## src/rtl/pfz_pkg.sv

```systemverilog
package pfz_pkg;

  typedef enum logic [2:0] {
    ST_IDLE, ST_LOAD, ST_READ, ST_CAP, ST_EMIT, ST_FINISH, ST_DONE
  } scan_state_t;

  typedef enum logic [3:0] {
    W_HDR0, W_HDR1, W_HDR2, W_HDR3, W_RS, W_HIT, W_PAD, W_PH0, W_PH1
  } word_sel_t;

  typedef struct packed {
    logic [5:0]  module_id;
    logic [1:0]  chip;
    logic        remap;
    logic [15:0] trig;
    logic [15:0] frame;
  } frame_cfg_t;

  function automatic logic [31:0] fmt_outer(input logic [4:0] ftype, input frame_cfg_t c);
    return {ftype, 1'b0, c.module_id, c.remap, 1'b0, c.chip, c.trig};
  endfunction

  function automatic logic [31:0] fmt_inner(input logic [2:0] itype, input frame_cfg_t c);
    return {itype, 5'b00000, c.module_id, c.chip, c.frame};
  endfunction

  function automatic logic [31:0] fmt_placeholder(input logic [4:0] ptype, input frame_cfg_t c);
    return {ptype, 1'b0, c.module_id, 2'b00, c.chip, c.trig};
  endfunction

  function automatic logic [15:0] fmt_row_start(input logic [9:0] row);
    return {1'b0, row[9:1], 6'b000000};
  endfunction

  function automatic logic [15:0] fmt_hit(input logic [9:0] row, input logic [5:0] col,
                                          input logic [7:0] charge);
    return {1'b1, row[0], col, charge};
  endfunction

endpackage

```

## src/rtl/pfz_window.sv

```systemverilog
module pfz_window #(
  parameter int NUM_COLS = 250,
  parameter int CHIPS    = 4,
  parameter int CHIP_W   = 2,
  parameter int COL_W    = 8
) (
  input  logic [CHIP_W-1:0] chip,
  output logic [COL_W-1:0]  col_lo,
  output logic [COL_W-1:0]  col_hi,
  output logic              empty
);
  localparam int SPAN = 64;

  logic [COL_W-1:0] lo_tab [CHIPS];
  logic [COL_W-1:0] hi_tab [CHIPS];
  logic [CHIPS-1:0] empty_tab;

  for (genvar g = 0; g < CHIPS; g++) begin : g_chip
    localparam int LO   = SPAN * g;
    localparam int HI_R = LO + SPAN - 1;
    localparam int HI   = (HI_R > NUM_COLS - 1) ? NUM_COLS - 1 : HI_R;
    localparam bit EMP  = (LO >= NUM_COLS);
    assign lo_tab[g]    = EMP ? '0 : COL_W'(LO);
    assign hi_tab[g]    = EMP ? '0 : COL_W'(HI);
    assign empty_tab[g] = EMP;
  end

  assign col_lo = lo_tab[chip];
  assign col_hi = hi_tab[chip];
  assign empty  = empty_tab[chip];
endmodule

```

## src/rtl/pfz_byte_ser.sv

```systemverilog
module pfz_byte_ser (
  input  logic        clk,
  input  logic        rst_n,
  input  logic        w_valid,
  input  logic [15:0] w_data,
  output logic        w_ready,
  output logic        out_valid,
  input  logic        out_ready,
  output logic [7:0]  out_byte,
  output logic        idle
);
  logic [15:0] hold;
  logic [1:0]  left;

  assign out_valid = (left != 2'd0);
  assign out_byte  = (left == 2'd2) ? hold[15:8] : hold[7:0];
  assign w_ready   = (left == 2'd0) || (left == 2'd1 && out_ready);
  assign idle      = (left == 2'd0);

  always_ff @(posedge clk) begin
    if (!rst_n) begin
      hold <= '0;
      left <= 2'd0;
    end else if (w_valid && w_ready) begin
      hold <= w_data;
      left <= 2'd2;
    end else if (out_valid && out_ready) begin
      left <= left - 2'd1;
    end
  end
endmodule

```

## src/rtl/pfz_scan.sv

```systemverilog
module pfz_scan
  import pfz_pkg::*;
#(
  parameter int          NUM_ROWS   = 768,
  parameter int          ROW_W      = 10,
  parameter int          COL_W      = 8,
  parameter int          CNT_W      = 17,
  parameter logic [4:0]  ZS_TYPE    = 5'h05,
  parameter logic [2:0]  INNER_TYPE = 3'h5,
  parameter logic [4:0]  PH_TYPE    = 5'h0B
) (
  input  logic             clk,
  input  logic             rst_n,
  input  logic             start,
  input  frame_cfg_t       cfg,
  output logic [1:0]       cur_chip,
  input  logic [COL_W-1:0] win_lo,
  input  logic [COL_W-1:0] win_hi,
  input  logic             win_empty,
  output logic             busy,
  output logic             mem_rd_en,
  output logic [ROW_W-1:0] mem_row,
  output logic [COL_W-1:0] mem_col,
  input  logic [7:0]       mem_charge,
  output logic             w_valid,
  output logic [15:0]      w_data,
  input  logic             w_ready,
  input  logic             byte_fire,
  input  logic             ser_idle,
  output logic             frame_done,
  output logic [CNT_W-1:0] frame_bytes,
  output logic [3:0]       frame_adjust
);
  scan_state_t      state;
  word_sel_t        sel;
  frame_cfg_t       cfg_q;
  logic [ROW_W-1:0] row;
  logic [COL_W-1:0] col;
  logic [7:0]       pix;
  logic             any_hit, row_open, odd_words;
  logic [15:0]      last_rs;
  logic [CNT_W-1:0] byte_cnt;

  // named internal events
  logic       word_fire, pix_advance, scan_last, row_wrap;
  logic [9:0] row10;
  logic [5:0] col6;
  logic [31:0] outer_w, inner_w, ph_w;

  assign row10       = 10'(row);
  assign col6        = 6'(col);
  assign outer_w     = fmt_outer(ZS_TYPE, cfg_q);
  assign inner_w     = fmt_inner(INNER_TYPE, cfg_q);
  assign ph_w        = fmt_placeholder(PH_TYPE, cfg_q);
  assign word_fire   = (state == ST_EMIT) && w_ready;
  assign pix_advance = ((state == ST_CAP) && (mem_charge == 8'd0)) ||
                       (word_fire && sel == W_HIT);
  assign row_wrap    = (col == win_hi);
  assign scan_last   = row_wrap && (row == ROW_W'(NUM_ROWS - 1));

  assign cur_chip  = cfg_q.chip;
  assign busy      = (state != ST_IDLE);
  assign mem_rd_en = (state == ST_READ);
  assign mem_row   = row;
  assign mem_col   = col;
  assign w_valid   = (state == ST_EMIT);

  always_comb begin
    unique case (sel)
      W_HDR0:  w_data = outer_w[31:16];
      W_HDR1:  w_data = outer_w[15:0];
      W_HDR2:  w_data = inner_w[31:16];
      W_HDR3:  w_data = inner_w[15:0];
      W_RS:    w_data = fmt_row_start(row10);
      W_HIT:   w_data = fmt_hit(row10, col6, pix);
      W_PAD:   w_data = last_rs;
      W_PH0:   w_data = ph_w[31:16];
      W_PH1:   w_data = ph_w[15:0];
      default: w_data = 16'h0000;
    endcase
  end

  always_ff @(posedge clk) begin
    if (!rst_n) begin
      state        <= ST_IDLE;
      sel          <= W_HDR0;
      cfg_q        <= '0;
      row          <= '0;
      col          <= '0;
      pix          <= '0;
      any_hit      <= 1'b0;
      row_open     <= 1'b0;
      odd_words    <= 1'b0;
      last_rs      <= '0;
      byte_cnt     <= '0;
      frame_done   <= 1'b0;
      frame_bytes  <= '0;
      frame_adjust <= '0;
    end else begin
      frame_done <= 1'b0;
      if (byte_fire) byte_cnt <= byte_cnt + CNT_W'(1);

      if (pix_advance) begin
        if (row_wrap) begin
          col      <= win_lo;
          row      <= row + 1'b1;
          row_open <= 1'b0;
        end else begin
          col <= col + 1'b1;
        end
      end

      unique case (state)
        ST_IDLE: if (start) begin
          cfg_q     <= cfg;
          any_hit   <= 1'b0;
          row_open  <= 1'b0;
          odd_words <= 1'b0;
          byte_cnt  <= '0;
          state     <= ST_LOAD;
        end
        ST_LOAD: begin
          row   <= '0;
          col   <= win_lo;
          state <= win_empty ? ST_FINISH : ST_READ;
        end
        ST_READ: state <= ST_CAP;
        ST_CAP: begin
          pix <= mem_charge;
          if (mem_charge != 8'd0) begin
            state <= ST_EMIT;
            if (!any_hit)       sel <= W_HDR0;
            else if (!row_open) sel <= W_RS;
            else                sel <= W_HIT;
          end else begin
            state <= scan_last ? ST_FINISH : ST_READ;
          end
        end
        ST_EMIT: if (w_ready) begin
          unique case (sel)
            W_HDR0: sel <= W_HDR1;
            W_HDR1: sel <= W_HDR2;
            W_HDR2: sel <= W_HDR3;
            W_HDR3: begin sel <= W_RS; any_hit <= 1'b1; end
            W_RS: begin
              sel       <= W_HIT;
              row_open  <= 1'b1;
              last_rs   <= w_data;
              odd_words <= ~odd_words;
            end
            W_HIT: begin
              odd_words <= ~odd_words;
              state     <= scan_last ? ST_FINISH : ST_READ;
            end
            W_PH0:   sel <= W_PH1;
            default: state <= ST_DONE;
          endcase
        end
        ST_FINISH: begin
          if (!any_hit) begin
            sel <= W_PH0; state <= ST_EMIT;
          end else if (odd_words) begin
            sel <= W_PAD; state <= ST_EMIT;
          end else begin
            state <= ST_DONE;
          end
        end
        ST_DONE: if (ser_idle) begin
          frame_done   <= 1'b1;
          frame_bytes  <= byte_cnt;
          frame_adjust <= any_hit ? 4'd0 : 4'd8;
          state        <= ST_IDLE;
        end
        default: state <= ST_IDLE;
      endcase
    end
  end
endmodule

```

## src/rtl/pixframe_zs_encoder.sv

```systemverilog
module pixframe_zs_encoder
  import pfz_pkg::*;
#(
  parameter int         NUM_ROWS   = 768,
  parameter int         NUM_COLS   = 250,
  parameter logic [4:0] ZS_TYPE    = 5'h05,
  parameter logic [2:0] INNER_TYPE = 3'h5,
  parameter logic [4:0] PH_TYPE    = 5'h0B,
  localparam int ROW_W     = (NUM_ROWS > 1) ? $clog2(NUM_ROWS) : 1,
  localparam int COL_W     = (NUM_COLS > 1) ? $clog2(NUM_COLS) : 1,
  localparam int MAX_BYTES = 8 + 2 * NUM_ROWS * 65 + 2,
  localparam int CNT_W     = $clog2(MAX_BYTES + 1)
) (
  input  logic             clk,
  input  logic             rst_n,
  input  logic             start,
  input  logic [5:0]       cfg_module,
  input  logic [1:0]       cfg_chip,
  input  logic             cfg_remap,
  input  logic [15:0]      cfg_trig,
  input  logic [15:0]      cfg_frame,
  output logic             busy,
  output logic             mem_rd_en,
  output logic [ROW_W-1:0] mem_row,
  output logic [COL_W-1:0] mem_col,
  input  logic [7:0]       mem_charge,
  output logic             out_valid,
  input  logic             out_ready,
  output logic [7:0]       out_byte,
  output logic             frame_done,
  output logic [CNT_W-1:0] frame_bytes,
  output logic [3:0]       frame_adjust
);
  frame_cfg_t       cfg_in;
  logic [1:0]       cur_chip;
  logic [COL_W-1:0] win_lo, win_hi;
  logic             win_empty;
  logic             w_valid, w_ready, ser_idle, byte_fire;
  logic [15:0]      w_data;

  assign cfg_in    = '{module_id: cfg_module, chip: cfg_chip, remap: cfg_remap,
                       trig: cfg_trig, frame: cfg_frame};
  assign byte_fire = out_valid && out_ready;

  pfz_window #(.NUM_COLS(NUM_COLS), .CHIPS(4), .CHIP_W(2), .COL_W(COL_W)) u_window (
    .chip(cur_chip), .col_lo(win_lo), .col_hi(win_hi), .empty(win_empty)
  );

  pfz_scan #(
    .NUM_ROWS(NUM_ROWS), .ROW_W(ROW_W), .COL_W(COL_W), .CNT_W(CNT_W),
    .ZS_TYPE(ZS_TYPE), .INNER_TYPE(INNER_TYPE), .PH_TYPE(PH_TYPE)
  ) u_scan (
    .clk(clk), .rst_n(rst_n), .start(start), .cfg(cfg_in), .cur_chip(cur_chip),
    .win_lo(win_lo), .win_hi(win_hi), .win_empty(win_empty), .busy(busy),
    .mem_rd_en(mem_rd_en), .mem_row(mem_row), .mem_col(mem_col), .mem_charge(mem_charge),
    .w_valid(w_valid), .w_data(w_data), .w_ready(w_ready), .byte_fire(byte_fire),
    .ser_idle(ser_idle), .frame_done(frame_done), .frame_bytes(frame_bytes),
    .frame_adjust(frame_adjust)
  );

  pfz_byte_ser u_ser (
    .clk(clk), .rst_n(rst_n), .w_valid(w_valid), .w_data(w_data), .w_ready(w_ready),
    .out_valid(out_valid), .out_ready(out_ready), .out_byte(out_byte), .idle(ser_idle)
  );
endmodule

```

## config.mk

```make
export PLATFORM = sky130hd
export DESIGN_NAME = pixframe_zs_encoder
export DESIGN_NICKNAME = d
export VERILOG_FILES = /design/src/rtl/pfz_pkg.sv /design/src/rtl/pfz_window.sv /design/src/rtl/pfz_byte_ser.sv /design/src/rtl/pfz_scan.sv /design/src/rtl/pixframe_zs_encoder.sv
export SDC_FILE = /design/constraint.sdc
export NUM_CORES = 1
export LEC_CHECK = 0
export ABC_AREA = 1
export BUFFER_PORTS_ARGS = -buffer_cell sky130_fd_sc_hd__buf_2
export CAP_MARGIN = 20
export CORE_UTILIZATION = 55
export CTS_BUF_LIST = sky130_fd_sc_hd__clkbuf_8
export DETAILED_ROUTE_END_ITERATION = 16
export PLACE_DENSITY_LB_ADDON = 0.3
export SYNTH_ARGS = -nofsm -noshare
export SYNTH_HDL_FRONTEND = slang
export SYNTH_HIERARCHICAL = 1
export SYNTH_SLANG_ARGS = --single-unit
```

## constraint.sdc

```tcl
create_clock -name clk -period 2.6 [get_ports clk]
set_input_delay 0.13 -clock clk [delete_from_list [all_inputs] [get_ports clk]]
set_output_delay 0.13 -clock clk [all_outputs]
set_load 0.01 [all_outputs]
```

* Word level (Yosys, flattened, before mapping)
Index checks and enable logic that the tools add are counted.
Storage, ports and cells: word-level logic and storage cells 141, output and inout bits 51, input bits 53, flip-flop bits (word level) 150
Cells by class: bitwise gates (word level) 3, eq/ne operators 27, order comparisons 2, mux-type cells 51, add/sub/neg operators 4, reduce and logical (&&, ||, !) cells 33
Operator list (count):
- case mux 16 bit (8 select lines) | 1
- two-way mux 8 bit | 8
- two-way mux 17 bit | 3
- binary-select mux 8 bit (select 2 bit) | 2
- two-way mux 4 bit | 6
- case mux 4 bit (6 select lines) | 1
- two-way mux 3 bit | 7
- case mux 3 bit (7 select lines) | 1
- adder 17 x 1 -> 17 bit, second input constant | 1
- equality test 4 x 3 -> 1 bit, second input constant | 4
- != test 2 bit, second input constant | 7
- two-way mux 1 bit | 13
- case mux 4 bit (3 select lines) | 1
- AND reduction 4 bit | 3
- adder 10 x 1 -> 10 bit, second input constant | 1
- equality test 10 bit, second input constant | 1
- equality test 3 bit, second input constant | 3
- adder 8 x 1 -> 8 bit, second input constant | 1
- equality test 4 x 2 -> 1 bit, second input constant | 2
- equality test 8 bit | 1
- zero test 8 bit | 1
- AND reduction 2 bit | 4
- nonzero test 2 bit | 4
- nonzero test 8 bit | 1
- other kinds (27) | 43

* Longest topological paths before layout
Gate-level depths: netlist (run 1).
depth in word-level cells 10, gate-level depth with buffers 16, depth with buffers taken out 15

* Modules after synthesis
The synthesis (run 1) kept the hierarchy.
Modules (own cells, without submodules):
- pfz_scan | cells an instance 883, instances 1, area an instance 6227.2 um^2, sequential area each 2582.5 um^2
- pfz_byte_ser | cells an instance 136, instances 1, area an instance 978.4 um^2, sequential area each 360.3 um^2
- pfz_window | cells an instance 19, instances 1, area an instance 131.4 um^2, sequential area each 0.0 um^2
- pixframe_zs_encoder | cells an instance 2, instances 1, area an instance 7.5 um^2, sequential area each 0.0 um^2

* Worst setup path before layout (run 1)
Ideal clock, no wire load.
path kind register to register, start point register u_ser.left[0], end point register u_scan.byte_cnt[14], stages on the path, launching flop included 16, data arrival time 1927 ps, slack 558 ps, cell sequence dfxtp_1 -> inv_1 -> ha_1 -> inv_2 -> nand2_1 -> inv_1 -> buf_2 -> nand3_1 -> nor3_2 -> nand3_1 -> nor2_1 -> inv_1 -> nor3_2 -> nand3_1 -> nand2_1 -> nor2_1
On the way: word-level cells in the longest chain between the ends 5
RTL lines:
- start, declared | line pfz_byte_ser.sv:13 | logic [1:0] left;
- start signal, assigned | line pfz_byte_ser.sv:28 | left <= left - 2'd1;
- nonzero test 2 bit (*) | line pfz_byte_ser.sv:15 | assign out_valid = (left != 2'd0);
- via out_valid | line pixframe_zs_encoder.sv:27 | output logic out_valid,
- logical AND 1 bit (*) | line pixframe_zs_encoder.sv:43 | assign byte_fire = out_valid && out_ready;
- via byte_fire | line pixframe_zs_encoder.sv:38 | logic w_valid, w_ready, ser_idle, byte_fire;
- two-way mux 17 bit (*) | line pfz_scan.sv:101 | if (byte_fire) byte_cnt <= byte_cnt + CNT_W'(1);
- two-way mux 17 bit | line pfz_scan.sv:114 | ST_IDLE: if (start) begin
- two-way mux 17 bit (*) | line pfz_scan.sv:113 | unique case (state)
- end signal, assigned | line pfz_scan.sv:101
- end, declared | line pfz_scan.sv:42 | logic [CNT_W-1:0] byte_cnt;
Mark *: on every way through the listed nets, which the timed path passes. The rest lies on a longest branch. A chain may end at the register's enable or synchronous reset.

* Final worst setup path (run 1)
start point register u_ser.left[0], end point register u_scan.byte_cnt[14]
On the way: word-level cells in the longest chain between the ends 5
RTL lines (line):
- nonzero test 2 bit (*) | pfz_byte_ser.sv:15
- logical AND 1 bit (*) | pixframe_zs_encoder.sv:43
- via byte_fire | pixframe_zs_encoder.sv:38
- two-way mux 17 bit (*) | pfz_scan.sv:101
- two-way mux 17 bit | pfz_scan.sv:114
- two-way mux 17 bit (*) | pfz_scan.sv:113
Marked as above.

==> flow_summary_export.csv, run 1 <==
group,metric,value,unit
power,internal_power_of_the_cells,4.477,mW
detailed_routing,drt-initial-drc-count,610,
worst_setup_path,setup.worst_path.end_class,"flop",
global_route,grt_usage,29.17,%
cts,post-cts-setup-buffers,0,
power,vdd_drop_max,530.1,uV
power,clock_group_share_of_total_power,22.9,%
cts,tritoncts.num_buffers,17,
worst_setup_path,slowest_stage_cell_cp,"sky130_fd_sc_hd__dfxtp_1",
cells_and_area,area.growth.synth_to_final,18.43,%
timing,min_period_over_period,85.83,%
logic_synthesis,largest_family_of_logic_cells_by_synthesized_area,"simple AND/OR/NAND/NOR gates",
global_route,number_of_global_route_vias_before_repair,6876,
worst_setup_path,worstPathArrival,2590,ps
worst_setup_path,cp_top_family,"simple AND/OR/NAND/NOR gates",
cts,tritoncts,"done",
logic_synthesis,area_fraction_in_compound_gates_after_synthesis,18.45,%
cts,cts_buffer_depth,2,
timing,finClkSkew,15.13,ps
cts,holdBufCountCts,49,
timing,rsz0062_at_grt,"no",
die,coreArea,12820,sq um
die,initial_core_util,57.27,%
logic_synthesis,post_synth_instance_area,7345,sq um
logic_synthesis,synth_warnings,6,
cells_and_area,final_nets,1225,
worst_setup_path,worstSetupStartpointType,"flop",
detailed_routing,dr.pass1.iters,7,
logic_synthesis,synthMuxAreaShare,1.227,%
placed_design,port-buffer-count,100,
cts,cts_root_buf,"sky130_fd_sc_hd__clkbuf_8",
power,cellPowerDensity,871.2,nW/um^2
outcome,run_status,"complete, no violations",
placed_design,placed_cells_incl_taps,1270,
logic_synthesis,ys_seq_area_share,40.07,%
logic_synthesis,synth.ff_latch_count,147,
timing,max_clock_freq,448.1,MHz
cells_and_area,leading_cell_type_in_the_layout_fill_and_taps_excluded,"sky130_fd_sc_hd__nand2_1",
logic_synthesis,synthCells,1040,
global_route,grt_first_pass_wirelength,32190,um
logic_synthesis,yosys.area_share.xor_xnor,1.670,%
cells_and_area,finalNonFillerCells,1352,
detailed_routing,routed_via_density,5.339,
cts,tritoncts_num_sinks,147,
power,swShare,40.92,%
worst_setup_path,critPathMaxFanout,8,
global_route,grt_overflow,0,
timing,timing_max_transition_violations_final,0,
timing,tightest_slew,740.3,ps
worst_setup_path,path_cells,"inv_1 > ha_1 > inv_2 > nand2_1 > inv_1 > nand3_1 > nor3_2 > nand3_1 > nor2_1 > inv_1 > nor3_2 > nand3_1 > nand2_1 > nor2_1",
global_route,grt_antenna_before_repair,1,
global_route,pin_count_of_the_biggest_net_entering_global_routing,84,
cells_and_area,most-common-layout-cells,"sky130_fd_sc_hd__nand2_1, sky130_fd_sc_hd__inv_1, sky130_fd_sc_hd__dfxtp_1",
die,die_span_in_x,117.6,um
detailed_routing,drt.antenna.violating_nets,0,
die,die_y,117.6,um
cts,cts.htree.levels,4,
timing,final.setup.tns,0,ps
cts,postCtsResizedCells,0,
cts,insertion_delay,470,ps
power,power.share.sequential,40.1,%
placed_design,place.gp.congestion,0.9287,
logic_synthesis,yosys.area_share.simple,24.21,%
die,io_pins,104,
detailed_routing,totalWireLength,19720,um
cts,clk_pin_slew,80,ps
power,comb_power_share,37.0,%
detailed_routing,drc_errors,0,
timing,relSlewSlack,50.60,%
detailed_routing,wl_per_cell,14.58,um
worst_setup_path,cp_data_required_time,2960,ps
power,power.net_switching,3.101,mW
timing,period_minus_slack,2232,ps
worst_setup_path,crit_type,"reg -> reg",
die,die-area,13820,sq um
die,std_cell_rows,41,
placed_design,dpl_hpwl,13170,um
worst_setup_path,max_stage_delay,370,ps
cells_and_area,ratio_of_cells_with_drive_above_1_in_the_final_layout,16.28,%
detailed_routing,route.vias.total,7218,
worst_setup_path,cp.buffers_inverters,4,
hold_path,min_path_type,"in -> reg",
logic_synthesis,netlist-cell-type-count,45,
power,power.leakage,3.846,nW
job,max-cap-violations,0,
logic_synthesis,post_synth_fa_ha_maj_area_fraction,1.022,%
timing,setup_viol,0,
logic_synthesis,postSynthAreaPerCell,7.062,sq um
timing,timing_hold_violations_final,0,
cells in the mapped netlist, drive strengths merged:
cell type	number	area share (%)
a211oi	1	0.10
a21oi	130	8.9
a22oi	7	0.72
and2	1	0.085
buf	44	4.2
clkbuf	22	1.1
conb	3	0.15
dfxtp	147	40
ha	6	1.0
inv	154	7.9
mux2	8	1.2
nand2	179	9.9
nand3	66	4.6
nand3b	2	0.20
nand4	13	1.1
nor2	106	6.3
nor3	19	1.5
nor3b	3	0.31
o2111ai	3	0.36
o211ai	4	0.41
o21ai	87	6.1
o21bai	1	0.10
o221ai	1	0.12
o22ai	14	1.2
o311ai	1	0.12
o31ai	2	0.39
or2	2	0.17
xnor2	5	0.60
xor2	9	1.1
path summary, 6_finish.rpt:
kind | from | endpoint | slack [ps] | cells past startpoint
worst min register to register | u_scan/last_rs[2] | u_scan/last_rs[2] | 440 | 2
worst min-delay path | out_ready | u_ser/left[1] | 40 | 4
worst max-delay path | u_ser/left[0] | u_scan/byte_cnt[14] | 370 | 14
worst max register to register | u_ser/left[0] | u_scan/byte_cnt[14] | 370 | 14
routing by layer:
metal  vias up  track usage, %  routed length [um]
met5         -               0                   0
met4         0           17.63                 921
met3        81           6.638                1184
met2       268           47.30                9129
met1      3275           35.20                8482
li1       3594               -                   -
final cells by class:
class | instances | area (sq um)
fillers | 1092 | 4126
multi-input cells | 684 | 3478
flip-flops and latches | 147 | 2943
repair buffers | 162 | 1101
inverters | 154 | 580.6
clock buffers | 17 | 234.0
well taps | 172 | 215.2
clock inverters | 15 | 143.9
diodes | 1 | 2.502
worst min-delay path: stages:
cell and delay, ps:
sky130_fd_sc_hd__buf_2 130, sky130_fd_sc_hd__nand3_1 80, sky130_fd_sc_hd__nand2_1 70, sky130_fd_sc_hd__a21oi_1 50
power groups by stage:
stage	clock network (mW)	registers, mW	logic (mW)
floorplan	0	2.97	2.14
global placement	0	3.07	2.64
detailed placement	0	3.07	2.68
CTS	1.76	3.03	2.74
global route	1.85	3.09	3.12
finish	1.73	3.04	2.80
kinds of logic after synthesis:
family | after synthesis
AOI/OAI and AO/OA | 251
xor gates and xnor gates | 14
adders and majority gates | 6
buffers and inverters | 220
DFF | 147
muxes | 8
other | 3
and+or+nand+nor | 391
sequential cells by signal, indices dropped and copies added (netlist names), 2 cells and up:
register            cells
u_scan/cfg_q           39
u_scan/state            3
u_scan/mem_row         10
u_ser/left              2
u_scan/byte_cnt        17
u_scan/sel              4
u_scan/frame_bytes     17
u_ser/hold             16
u_scan/last_rs         16
u_scan/cur_chip         2
u_scan/pix              8
u_scan/mem_col          8
per-stage QoR:
| step | hold slack, ps | total power, mW | utilization [%] | cell area [sq um] | setup slack, ps |
|---|---|---|---|---|---|
| floorplan | 296.7 | 5.110 | - | 7386 | 557.9 |
| CTS | 8.754 | 7.534 | 67.80 | 8696 | 368.3 |
| global route | 48.31 | 8.053 | 67.82 | 8698 | 69.40 |
| global placement | 401.9 | 5.708 | 61.03 | 7828 | 463.3 |
| detailed placement | 403.9 | 5.749 | 61.03 | 7828 | 392.9 |
| finish | 36.36 | 7.578 | 67.82 | 8698 | 368.4 |
No activity file was read; power rests on OpenSTA's default activity.
==> inputs of run 2 (changes only) <==
Settings changed: ABC_AREA 1 to not set.
==> run 2 against run 1 <==
Effect of this change:
- clock skew shrank 7.5 ps
- critical path depth down 7
- sequential power shrank 11%
- largest cell class unchanged
- largest power group unchanged
==> flow_summary_export.csv, run 2 <==
group,metric,value,unit
worst_setup_path,critPathMaxFanout,14,
power,clock_group_share_of_total_power,30.0,%
timing,period_minus_slack,2517,ps
logic_synthesis,synth_warnings,6,
timing,max_clock_freq,397.3,MHz
cts,post-cts-setup-buffers,0,
timing,setup_viol,0,
die,die_y,116.3,um
cells_and_area,top_regs,"u_scan/cfg_q (39), u_scan/byte_cnt (17), u_scan/frame_bytes (17)",
detailed_routing,drc_errors,0,
worst_setup_path,worstPathArrival,2910,ps
detailed_routing,drt.antenna.violating_nets,0,
die,initial_core_util,56.74,%
placed_design,port-buffer-count,100,
detailed_routing,routed_via_density,5.706,
hold_path,min_path_type,"in -> reg",
detailed_routing,route.vias.total,6904,
power,vdd_drop_max,488.5,uV
die,die-area,13530,sq um
global_route,grt_overflow,0,
logic_synthesis,ys_seq_area_share,40.93,%
power,power.share.sequential,37.4,%
detailed_routing,drt-initial-drc-count,561,
timing,timing_max_transition_violations_final,0,
timing,setup_slack,83.24,ps
timing,relSlewSlack,48.53,%
logic_synthesis,post_synth_instance_area,7189,sq um
die,die_span_in_x,116.3,um
worst_setup_path,crit_type,"in -> reg",
cts,cts.htree.levels,4,
placed_design,postPlaceCellArea,7749,sq um
job,max-cap-violations,0,
global_route,grt_usage,31.46,%
cells_and_area,most-common-layout-cells,"sky130_fd_sc_hd__nand2_1, sky130_fd_sc_hd__dfxtp_1, sky130_fd_sc_hd__buf_2",
logic_synthesis,synth.ff_latch_count,147,
timing,final.hold.worst_slack,79.03,ps
cts,tritoncts.num_buffers,17,
detailed_routing,wl_per_cell,16.66,um
logic_synthesis,synthDominantCellAreaShare,40.93,%
logic_synthesis,yosysTopAreaCell,"sky130_fd_sc_hd__dfxtp_1",
cts,holdBufCountCts,50,
global_route,grt_antenna_before_repair,0,
placed_design,placed_cells_incl_taps,1128,
logic_synthesis,synth_top_cells_by_count,"sky130_fd_sc_hd__nand2_1, sky130_fd_sc_hd__dfxtp_1, sky130_fd_sc_hd__a21oi_1, sky130_fd_sc_hd__nor2_1, sky130_fd_sc_hd__clkbuf_1",
cts,tritoncts,"done",
logic_synthesis,synthCells,894,
cells_and_area,filler_cell_count,1056,
global_route,number_of_global_route_vias_before_repair,6221,
global_route,grt_first_pass_wirelength,32090,um
global_route,pin_count_of_the_biggest_net_entering_global_routing,61,
timing,final.setup.tns,0,ps
power,cellPowerDensity,828.8,nW/um^2
cts,cts_buffer_depth,2,
placed_design,pre_cts_slack,202.7,ps
worst_setup_path,cp_data_required_time,2990,ps
power,swShare,34.66,%
detailed_routing,dr.pass1.iters,5,
die,std_cell_rows,41,
outcome,run_status,"complete, no violations",
cells_and_area,finalNonFillerCells,1210,
cts,postCtsResizedCells,0,
placed_design,dpl_hpwl,13520,um
timing,min_period_over_period,96.80,%
power,internal_power_of_the_cells,4.735,mW
cells_and_area,leading_cell_type_in_the_layout_fill_and_taps_excluded,"sky130_fd_sc_hd__nand2_1",
cells_and_area,number_of_flip_flops_in_the_largest_register,39,
logic_synthesis,yosysMostFrequentCell,"sky130_fd_sc_hd__nand2_1",
worst_setup_path,setup.worst_path.end_class,"flop",
timing,tightest_slew,769.9,ps
power,power.leakage,3.501,nW
cts,insertion_delay,460,ps
cells_and_area,n_antenna_cell,0,
die,coreArea,12670,sq um
cells_and_area,top_register_by_number_of_flip_flops,"u_scan/cfg_q",
cts,cts_root_buf,"sky130_fd_sc_hd__clkbuf_8",
logic_synthesis,synth-edff-count,0,
logic_synthesis,netlist-cell-type-count,67,
worst_setup_path,worstSetupStartpointType,"input pin",
detailed_routing,totalWireLength,20160,um
cells_and_area,area.growth.synth_to_final,21.62,%
cells_and_area,ratio_of_cells_with_drive_above_1_in_the_final_layout,17.05,%
logic_synthesis,ys_top_cells_by_area,"sky130_fd_sc_hd__dfxtp_1, sky130_fd_sc_hd__nand2_1, sky130_fd_sc_hd__a21oi_1",
cts,tritoncts_num_sinks,147,
cells_and_area,final_nets,1084,
cells_and_area,final_design_area_no_fill,8743,sq um
logic_synthesis,postSynthAreaPerCell,8.042,sq um
cells_and_area,finalCoreUtilization,69.00,%
placed_design,place.gp.congestion,0.9316,
timing,finClkSkew,7.634,ps
cts,clk_pin_slew,80,ps
timing,timing_hold_violations_final,0,
power,power.net_switching,2.512,mW
timing,rsz0062_at_grt,"no",
logic_synthesis,synth-async-reset-ratio,0,%
die,io_pins,104,
logic_synthesis,ys.flop_type,"sky130_fd_sc_hd__dfxtp_1",
power,comb_power_share,32.6,%
power,design_power_total,7.247,mW
run 2: cell types whose count changed in the layout (fill, tap and decap cells not counted), sizes merged, moves of 8 or more:
cell   change
inv      -140
o21ai     -69
nand3     -45
nor2      -44
mux2i     +43
a21oi     -38
nand2     +23
and3      +16
buf       +14
xnor2     +11
or4       +10
o22ai      -9
a31oi      +8
run 2: layout make-up:
| class | instances | area [sq um] | share of cell area, % |
|---|---|---|---|
| Timing Repair Buffer | 177 | 1204 | 13.77 |
| Inverter | 16 | 60.06 | 0.6869 |
| Clock buffer | 21 | 289.0 | 3.306 |
| Sequential cell | 147 | 2943 | 33.66 |
| Clock inverter | 11 | 205.2 | 2.347 |
| Tap cell | 172 | 215.2 | 2.461 |
| Multi-Input combinational cell | 666 | 3827 | 43.78 |
run 2: worst max-delay path: stages:
cell,delay (ps)
sky130_fd_sc_hd__dlygate4sd3_1,530
sky130_fd_sc_hd__buf_2,130
sky130_fd_sc_hd__or4_1,590
sky130_fd_sc_hd__or3_4,400
sky130_fd_sc_hd__a211o_1,430
sky130_fd_sc_hd__or4_1,530
sky130_fd_sc_hd__a21oi_1,170
run 2: power by group through the flow:
stage	clock network [mW]	logic, mW	registers, mW
6_report	2.17	2.36	2.71
5_1_grt	2.31	2.60	2.74
4_1_cts	2.20	2.31	2.70
3_5_place_dp	0	2.24	2.75
3_3_place_gp	0	2.21	2.74
2_1_floorplan	0	1.68	2.70
run 2: logic make-up (layout without fill, tap and decap cells):
family                     Yosys count  after routing  share of synthesized area, %
AOI/OAI and AO/OA                  192            192                         16.92
xor gates and xnor gates            28             28                         3.411
adders and majority gates            6              6                         1.044
buffers and inverters               92            225                         6.404
DFF                                147            147                         40.93
muxes                               52             52                         7.396
other                                3             14                        0.1566
and+or+nand+nor                    374            374                         23.74
run 2: final timing paths:
path	start	endpoint	slack [ps]	cells past startpoint
max	mem_charge[0]	u_scan/mem_row[7]	80	7
min	start	u_scan/odd_words	80	4
max reg2reg	u_ser/left[0]	u_scan/mem_row[7]	160	8
min reg2reg	u_scan/frame_bytes[2]	u_scan/frame_bytes[2]	450	2
run 2: metal layers:
| metal | global-route usage [%] | routed length, um | vias up |
|---|---|---|---|
| met5 | 0 | 0 | - |
| met4 | 13.59 | 605 | 0 |
| met3 | 9.133 | 1810 | 40 |
| met2 | 47.18 | 9046 | 297 |
| met1 | 42.07 | 8699 | 3219 |
| li1 | - | - | 3348 |
